## src/rtl/rld_tmr_pkg.sv

```systemverilog
package rld_tmr_pkg;
  typedef enum logic [1:0] {
    REG_RELOAD = 2'd0,
    REG_COUNT  = 2'd1,
    REG_CTRL   = 2'd2,
    REG_CAPT   = 2'd3
  } reg_idx_e;

  localparam int STORED_W = 8;  // control bits kept in flops
  localparam int IE_BIT   = 5;  // interrupt enable
  localparam int FLAG_BIT = 8;  // underflow flag
  localparam int PSC_W    = 3;  // prescale select width
endpackage

```

## src/rtl/rld_tmr_prescale.sv

```systemverilog
module rld_tmr_prescale #(
  parameter int SEL_W   = 3,
  parameter int NUM_DIV = 5
) (
  input  logic             clk,
  input  logic             rst_n,
  input  logic             pclk_en_i,
  input  logic [SEL_W-1:0] sel_i,
  output logic             tick_o
);
  localparam int DIV_W   = 2 * NUM_DIV;
  localparam int NUM_SEL = 1 << SEL_W;

  logic [DIV_W-1:0]   div_q;
  logic [NUM_SEL-1:0] tap;

  always_ff @(posedge clk or negedge rst_n) begin
    if (!rst_n)         div_q <= '0;
    else if (pclk_en_i) div_q <= div_q + 1'b1;
  end

  // Code k ends a period of 4^(k+1) pulses when the low 2(k+1) bits are all ones.
  for (genvar k = 0; k < NUM_SEL; k++) begin : g_tap
    if (k < NUM_DIV) begin : g_live
      assign tap[k] = &div_q[2*k+1:0];
    end else begin : g_dead
      assign tap[k] = 1'b0;
    end
  end

  assign tick_o = pclk_en_i & tap[sel_i];


  tick_gap_chk: assert property (@(posedge clk) disable iff (!rst_n)
    tick_o |=> !tick_o);
endmodule

```

## src/rtl/rld_tmr_counter.sv

```systemverilog
module rld_tmr_counter #(
  parameter int CNT_W = 32
) (
  input  logic             clk,
  input  logic             rst_n,
  input  logic             run_i,
  input  logic             tick_i,
  input  logic             ld_i,
  input  logic [CNT_W-1:0] ld_val_i,
  input  logic [CNT_W-1:0] reload_i,
  output logic [CNT_W-1:0] cnt_o,
  output logic             uf_o
);
  logic [CNT_W-1:0] cnt_q;
  logic             step;

  assign step = run_i & tick_i & ~ld_i;
  assign uf_o = step & (cnt_q == '0);

  always_ff @(posedge clk or negedge rst_n) begin
    if (!rst_n)    cnt_q <= '1;
    else if (ld_i) cnt_q <= ld_val_i;
    else if (uf_o) cnt_q <= reload_i;
    else if (step) cnt_q <= cnt_q - 1'b1;
  end

  assign cnt_o = cnt_q;


  hold_chk: assert property (@(posedge clk) disable iff (!rst_n)
    (!run_i && !ld_i) |=> $stable(cnt_q));


  reload_chk: assert property (@(posedge clk) disable iff (!rst_n)
    (run_i && tick_i && !ld_i && cnt_q == '0) |=> (cnt_q == $past(reload_i)));
endmodule

```

## src/rtl/rld_timer_chan.sv

```systemverilog
module rld_timer_chan
  import rld_tmr_pkg::*;
#(
  parameter int CNT_W   = 32,
  parameter int NUM_DIV = 5
) (
  input  logic             clk,
  input  logic             rst_n,
  input  logic             pclk_en,
  input  logic             run_i,
  input  logic             bus_sel,
  input  logic             bus_we,
  input  logic [1:0]       bus_addr,
  input  logic [CNT_W-1:0] bus_wdata,
  output logic [CNT_W-1:0] bus_rdata,
  output logic             irq_o
);
  localparam int HI_W = CNT_W - STORED_W - 1;

  reg_idx_e            idx;
  logic                wr_reload, wr_count, wr_ctrl;
  logic [CNT_W-1:0]    reload_q;
  logic [STORED_W-1:0] ctrl_q;
  logic                uf_flag;
  logic                uf_pulse;
  logic                tick;
  logic [CNT_W-1:0]    cnt;

  assign idx       = reg_idx_e'(bus_addr);
  assign wr_reload = bus_sel & bus_we & (idx == REG_RELOAD);
  assign wr_count  = bus_sel & bus_we & (idx == REG_COUNT);
  assign wr_ctrl   = bus_sel & bus_we & (idx == REG_CTRL);

  always_ff @(posedge clk or negedge rst_n) begin
    if (!rst_n) begin
      reload_q <= '1;
      ctrl_q   <= '0;
    end else begin
      if (wr_reload) reload_q <= bus_wdata;
      if (wr_ctrl)   ctrl_q   <= bus_wdata[STORED_W-1:0];
    end
  end

  // Hardware set wins over a software clear in the same cycle.
  always_ff @(posedge clk or negedge rst_n) begin
    if (!rst_n)                             uf_flag <= 1'b0;
    else if (uf_pulse)                      uf_flag <= 1'b1;
    else if (wr_ctrl && !bus_wdata[FLAG_BIT]) uf_flag <= 1'b0;
  end

  rld_tmr_prescale #(
    .SEL_W  (PSC_W),
    .NUM_DIV(NUM_DIV)
  ) u_psc (
    .clk      (clk),
    .rst_n    (rst_n),
    .pclk_en_i(pclk_en),
    .sel_i    (ctrl_q[PSC_W-1:0]),
    .tick_o   (tick)
  );

  rld_tmr_counter #(
    .CNT_W(CNT_W)
  ) u_cnt (
    .clk     (clk),
    .rst_n   (rst_n),
    .run_i   (run_i),
    .tick_i  (tick),
    .ld_i    (wr_count),
    .ld_val_i(bus_wdata),
    .reload_i(reload_q),
    .cnt_o   (cnt),
    .uf_o    (uf_pulse)
  );

  always_comb begin
    case (idx)
      REG_RELOAD: bus_rdata = reload_q;
      REG_COUNT:  bus_rdata = cnt;
      REG_CTRL:   bus_rdata = {{HI_W{1'b0}}, uf_flag, ctrl_q};
      default:    bus_rdata = '0;
    endcase
  end

  assign irq_o = uf_flag & ctrl_q[IE_BIT];


  irq_gate_chk: assert property (@(posedge clk) disable iff (!rst_n)
    irq_o |-> ctrl_q[IE_BIT]);


  flag_src_chk: assert property (@(posedge clk) disable iff (!rst_n)
    $rose(uf_flag) |-> $past(uf_pulse));
endmodule

```

## config.mk

```make
export PLATFORM = sky130hd
export DESIGN_NAME = rld_timer_chan
export DESIGN_NICKNAME = d
export VERILOG_FILES = /design/src/rtl/rld_tmr_pkg.sv /design/src/rtl/rld_tmr_prescale.sv /design/src/rtl/rld_tmr_counter.sv /design/src/rtl/rld_timer_chan.sv
export SDC_FILE = /design/constraint.sdc
export NUM_CORES = 1
export LEC_CHECK = 0
export BUFFER_PORTS_ARGS = -buffer_cell sky130_fd_sc_hd__buf_2
export CAP_MARGIN = 10
export CORE_UTILIZATION = 45
export CTS_CLUSTER_DIAMETER = 100
export DETAILED_ROUTE_END_ITERATION = 12
export PLACE_DENSITY = 0.68
export SKIP_LAST_GASP = 1
export SLEW_MARGIN = 25
export SYNTH_ARGS = -nofsm -noshare
export SYNTH_HDL_FRONTEND = slang
export SYNTH_HIERARCHICAL = 1
export SYNTH_SLANG_ARGS = --single-unit
```

## constraint.sdc

```tcl
create_clock -name clk -period 2.7 [get_ports clk]
set_input_delay 0.54 -clock clk [delete_from_list [all_inputs] [get_ports clk]]
set_output_delay 0.54 -clock clk [all_outputs]
set_load 0.02 [all_outputs]
```

==> flow_summary.json <==
{
  "dpl.hpwl_mm": 8.975,
  "synth-async-reset-ratio_pct": 100.0,
  "synth_cell_types": 69,
  "run_status": "completed",
  "critical_path.reg2reg.endpoint": "u_cnt/cnt_o[23]",
  "synth.ff_latch_count": 83,
  "drt_pass_1_iters": 4,
  "synth.net_count": 546,
  "static-leakage-power_nw": 2.549,
  "max_freq_mhz": 394.6,
  "ctsHtreeMaxLevel": 3,
  "max_clock_buf_depth": 2,
  "slew_viol_final": 0,
  "synth_top_family_by_area": "simple AND/OR/NAND/NOR gates",
  "crit_type": "flip-flop to flip-flop",
  "rows": 38,
  "rsz_0062_raised_after_global_routing": "no",
  "clkTransAtPathRegs_ns": 0.07,
  "cp.buffers_inverters": 1,
  "max_slew_margin_pct": 52.05,
  "grt_pass1_vias": 4189,
  "r2r.worst_path.cells": 9,
  "layout_commonest_cell": "sky130_fd_sc_hd__buf_2",
  "cts_tree": "built",
  "groute.usage.overall_pct": 23.13,
  "crit_family": "simple AND/OR/NAND/NOR gates",
  "finalClockSkew_ns": 0.008587,
  "power.density_cell_area_nw_per_um2": 915.2,
  "cts_buffers": 9,
  "antenna_cells_inserted": 0,
  "synth_adder_area_share_pct": 0.4802,
  "worst-path-max-fanout": 14,
  "reg2reg_setup_slack_ns": 0.17,
  "detail_route.vias_per_cell": 5.775,
  "proportion_of_synthesized_chip_area_in_sequential_cells_pct": 41.39,
  "netlist.top_cell.by_area": "sky130_fd_sc_hd__dfstp_2",
  "clk-insertion-delay-late_ns": 0.35,
  "grt_antenna_before_repair": 0,
  "global_route_wire_length_before_repair_mm": 21.25,
  "setup_viol": 0,
  "setup_tns_ns": 0,
  "synth_xor_xnor_area_share_pct": 4.706,
  "io-pin-count": 73,
  "ant_nets": 0,
  "grt.overflow.total": 0,
  "cp.required_ns": 2.96,
  "most-common-layout-cells": "sky130_fd_sc_hd__buf_2, sky130_fd_sc_hd__dfstp_2, sky130_fd_sc_hd__nor2_1",
  "cts_hold_buf": 0,
  "clockRootBuffer": "sky130_fd_sc_hd__clkbuf_16",
  "overall_via_count_from_detail_route": 4152,
  "cts_num_sinks": 83,
  "initial_core_util_pct": 47.04,
  "synth_top_flop_cell": "sky130_fd_sc_hd__dfstp_2",
  "ir_worst_vdd_mv": 0.5128,
  "synthCells": 504,
  "synth_area_per_cell_um2": 10.34,
  "drt-initial-drc-count": 212,
  "ys.warnings.count": 6,
  "hold_viol": 0,
  "max_cap_violation_count": 0,
  "crit_path_cell_trace": "nand4bb_1, nor4_2, o32a_1, and2_1, nand4_1, or3_4, buf_4, nand2_1, o21ai_0",
  "drive_above_1_share_pct": 41.45,
  "compound_cell_area_share_of_the_yosys_netlist_pct": 12.68,
  "routabilityCongestion": 0.8356,
  "finalPower_mw": 5.530,
  "worst-slew-pin-transition_ns": 0.7178,
  "post-synth-top-area-fraction_pct": 32.27,
  "critical_path.reg2reg.startpoint": "ctrl_q[0]",
  "cp-end-kind": "flip-flop",
  "sort_of_element_at_the_start_of_the_critical_path": "flip-flop",
  "muxShareOfSynthArea_pct": 17.74,
  "dieArea_um2": 12010,
  "min_period_over_period_pct": 93.86,
  "synth_top_cells_by_area": "sky130_fd_sc_hd__dfstp_2, sky130_fd_sc_hd__dfrtp_1, sky130_fd_sc_hd__mux2_4",
  "port-buffer-count": 72,
  "worstPathArrival_ns": 2.79,
  "period_minus_slack_ns": 2.534,
  "area.growth.synth_to_final_pct": 15.94,
  "route.detailed.wl_per_inst_um": 18.08,
  "mappedNetlistArea_um2": 5211,
  "design.final.nets": 616,
  "synth_simple_gate_area_share_pct": 18.37,
  "finalWirelength_mm": 13.00,
  "post-route-util_pct": 54.54,
  "chipHeight_um": 109.6,
  "grt_start_max_net_pins": 55,
  "placeableCoreArea_um2": 11080,
  "synth_edf_count": 0,
  "hp_class": "input pin to asynchronous set/reset pin",
  "die_x_um": 109.6,
  "drc": 0,
  "fillerInstances": 999,
  "crit_path_max_incr_delay_ns": 0.46,
  "cp_slowest_cell": "sky130_fd_sc_hd__or3_4"
}
==> how the worst max path moves through the flow <==
stage | start | end | slack (ns) | depth (start not counted)
floorplan | pclk_en | u_cnt/cnt_o[0] | 0.009 | 12
global placement | pclk_en | u_cnt/cnt_o[0] | 0.16 | 10
detailed placement | u_psc/div_q[0] | u_cnt/cnt_o[0] | 0.10 | 10
CTS | u_psc/div_q[0] | u_cnt/cnt_o[0] | 0.08 | 10
global route | ctrl_q[0] | u_cnt/cnt_o[8] | 0.002 | 9
finish | ctrl_q[0] | u_cnt/cnt_o[23] | 0.17 | 9
==> registers in the layout, indices dropped and copies added (netlist names) <==
| register | count |
|---|---|
| reload_q | 32 |
| ctrl_q | 8 |
| u_psc/div_q | 10 |
| u_cnt/cnt_o | 32 |
| uf_flag | 1 |
==> report_power, final <==
| group | internal, mW | switching [mW] | leakage (nW) | total (mW) |
|---|---|---|---|---|
| clock network | 0.713 | 0.518 | 0.141 | 1.23 |
| registers | 1.89 | 0.566 | 0.903 | 2.45 |
| logic | 0.906 | 0.940 | 1.50 | 1.85 |
==> cell usage after synthesis, types with 8 or more instances <==
master / count
sky130_fd_sc_hd__mux2_4: 30
sky130_fd_sc_hd__clkbuf_1: 18
sky130_fd_sc_hd__dfstp_2: 64
sky130_fd_sc_hd__nor2_1: 54
sky130_fd_sc_hd__o2bb2ai_1: 9
sky130_fd_sc_hd__nand2_1: 37
sky130_fd_sc_hd__mux2i_1: 35
sky130_fd_sc_hd__nor3_1: 17
sky130_fd_sc_hd__o21ai_0: 34
sky130_fd_sc_hd__xor2_1: 12
sky130_fd_sc_hd__nor4_1: 8
sky130_fd_sc_hd__xnor2_1: 16
sky130_fd_sc_hd__a31oi_1: 13
sky130_fd_sc_hd__a21oi_1: 18
sky130_fd_sc_hd__mux2_2: 11
sky130_fd_sc_hd__o31ai_1: 8
sky130_fd_sc_hd__dfrtp_1: 19
==> cell type report <==
| class | instances | area [um^2] | share of cell area (%) |
|---|---|---|---|
| Inverter | 7 | 28.78 | 0.4763 |
| Clock buffer | 9 | 225.2 | 3.727 |
| Timing Repair Buffer | 92 | 538.0 | 8.905 |
| Sequential cell | 83 | 2158 | 35.72 |
| Clock inverter | 7 | 68.82 | 1.139 |
| Multi-Input combinational cell | 381 | 2848 | 47.13 |
| Tap cell | 140 | 175.2 | 2.899 |
==> cells by family (layout without fill, tap and decap cells) <==
logic type / Yosys count / count (layout)
flip-flops: 83 / 83
adder cells (fa/ha/maj): 2 / 2
AND/OR/NAND/NOR: 171 / 171
buffers and inverters: 40 / 115
AO/OA/AOI/OAI: 104 / 104
multiplexers: 76 / 76
XOR/XNOR: 28 / 28
==> layer usage <==
metal  up-vias  global-route usage (%)  part of all wire [%]
met5         -                       0                     0
met4         0                   5.810                  0.65
met3         9                   5.039                   5.0
met2       122                   38.32                    47
met1      2043                   30.71                    47
li1       1978                       -                     -
==> stage by stage <==
stage,instances,hold WS (ns),instance area (um^2),setup slack (ns)
after floorplan,504,0.2444,5219,0.009465
after global placement,702,0.4723,5709,0.1616
after detailed placement,702,0.4736,5709,0.1001
after CTS,718,0.1966,6003,0.07504
after global routing,719,0.2214,6042,0.002268
final,719,0.1806,6042,0.1658
==> repair_timing <==
| item | 4_1_cts | 5_1_grt |
|---|---|---|
| gates resized for setup | 0 | 7 |
| hold endpoints to repair | 0 | 0 |
| buffers inserted | 0 | 1 |
| endpoints found under the setup margin | 0 | 27 |
No activity file was read; power rests on OpenSTA's default activity.
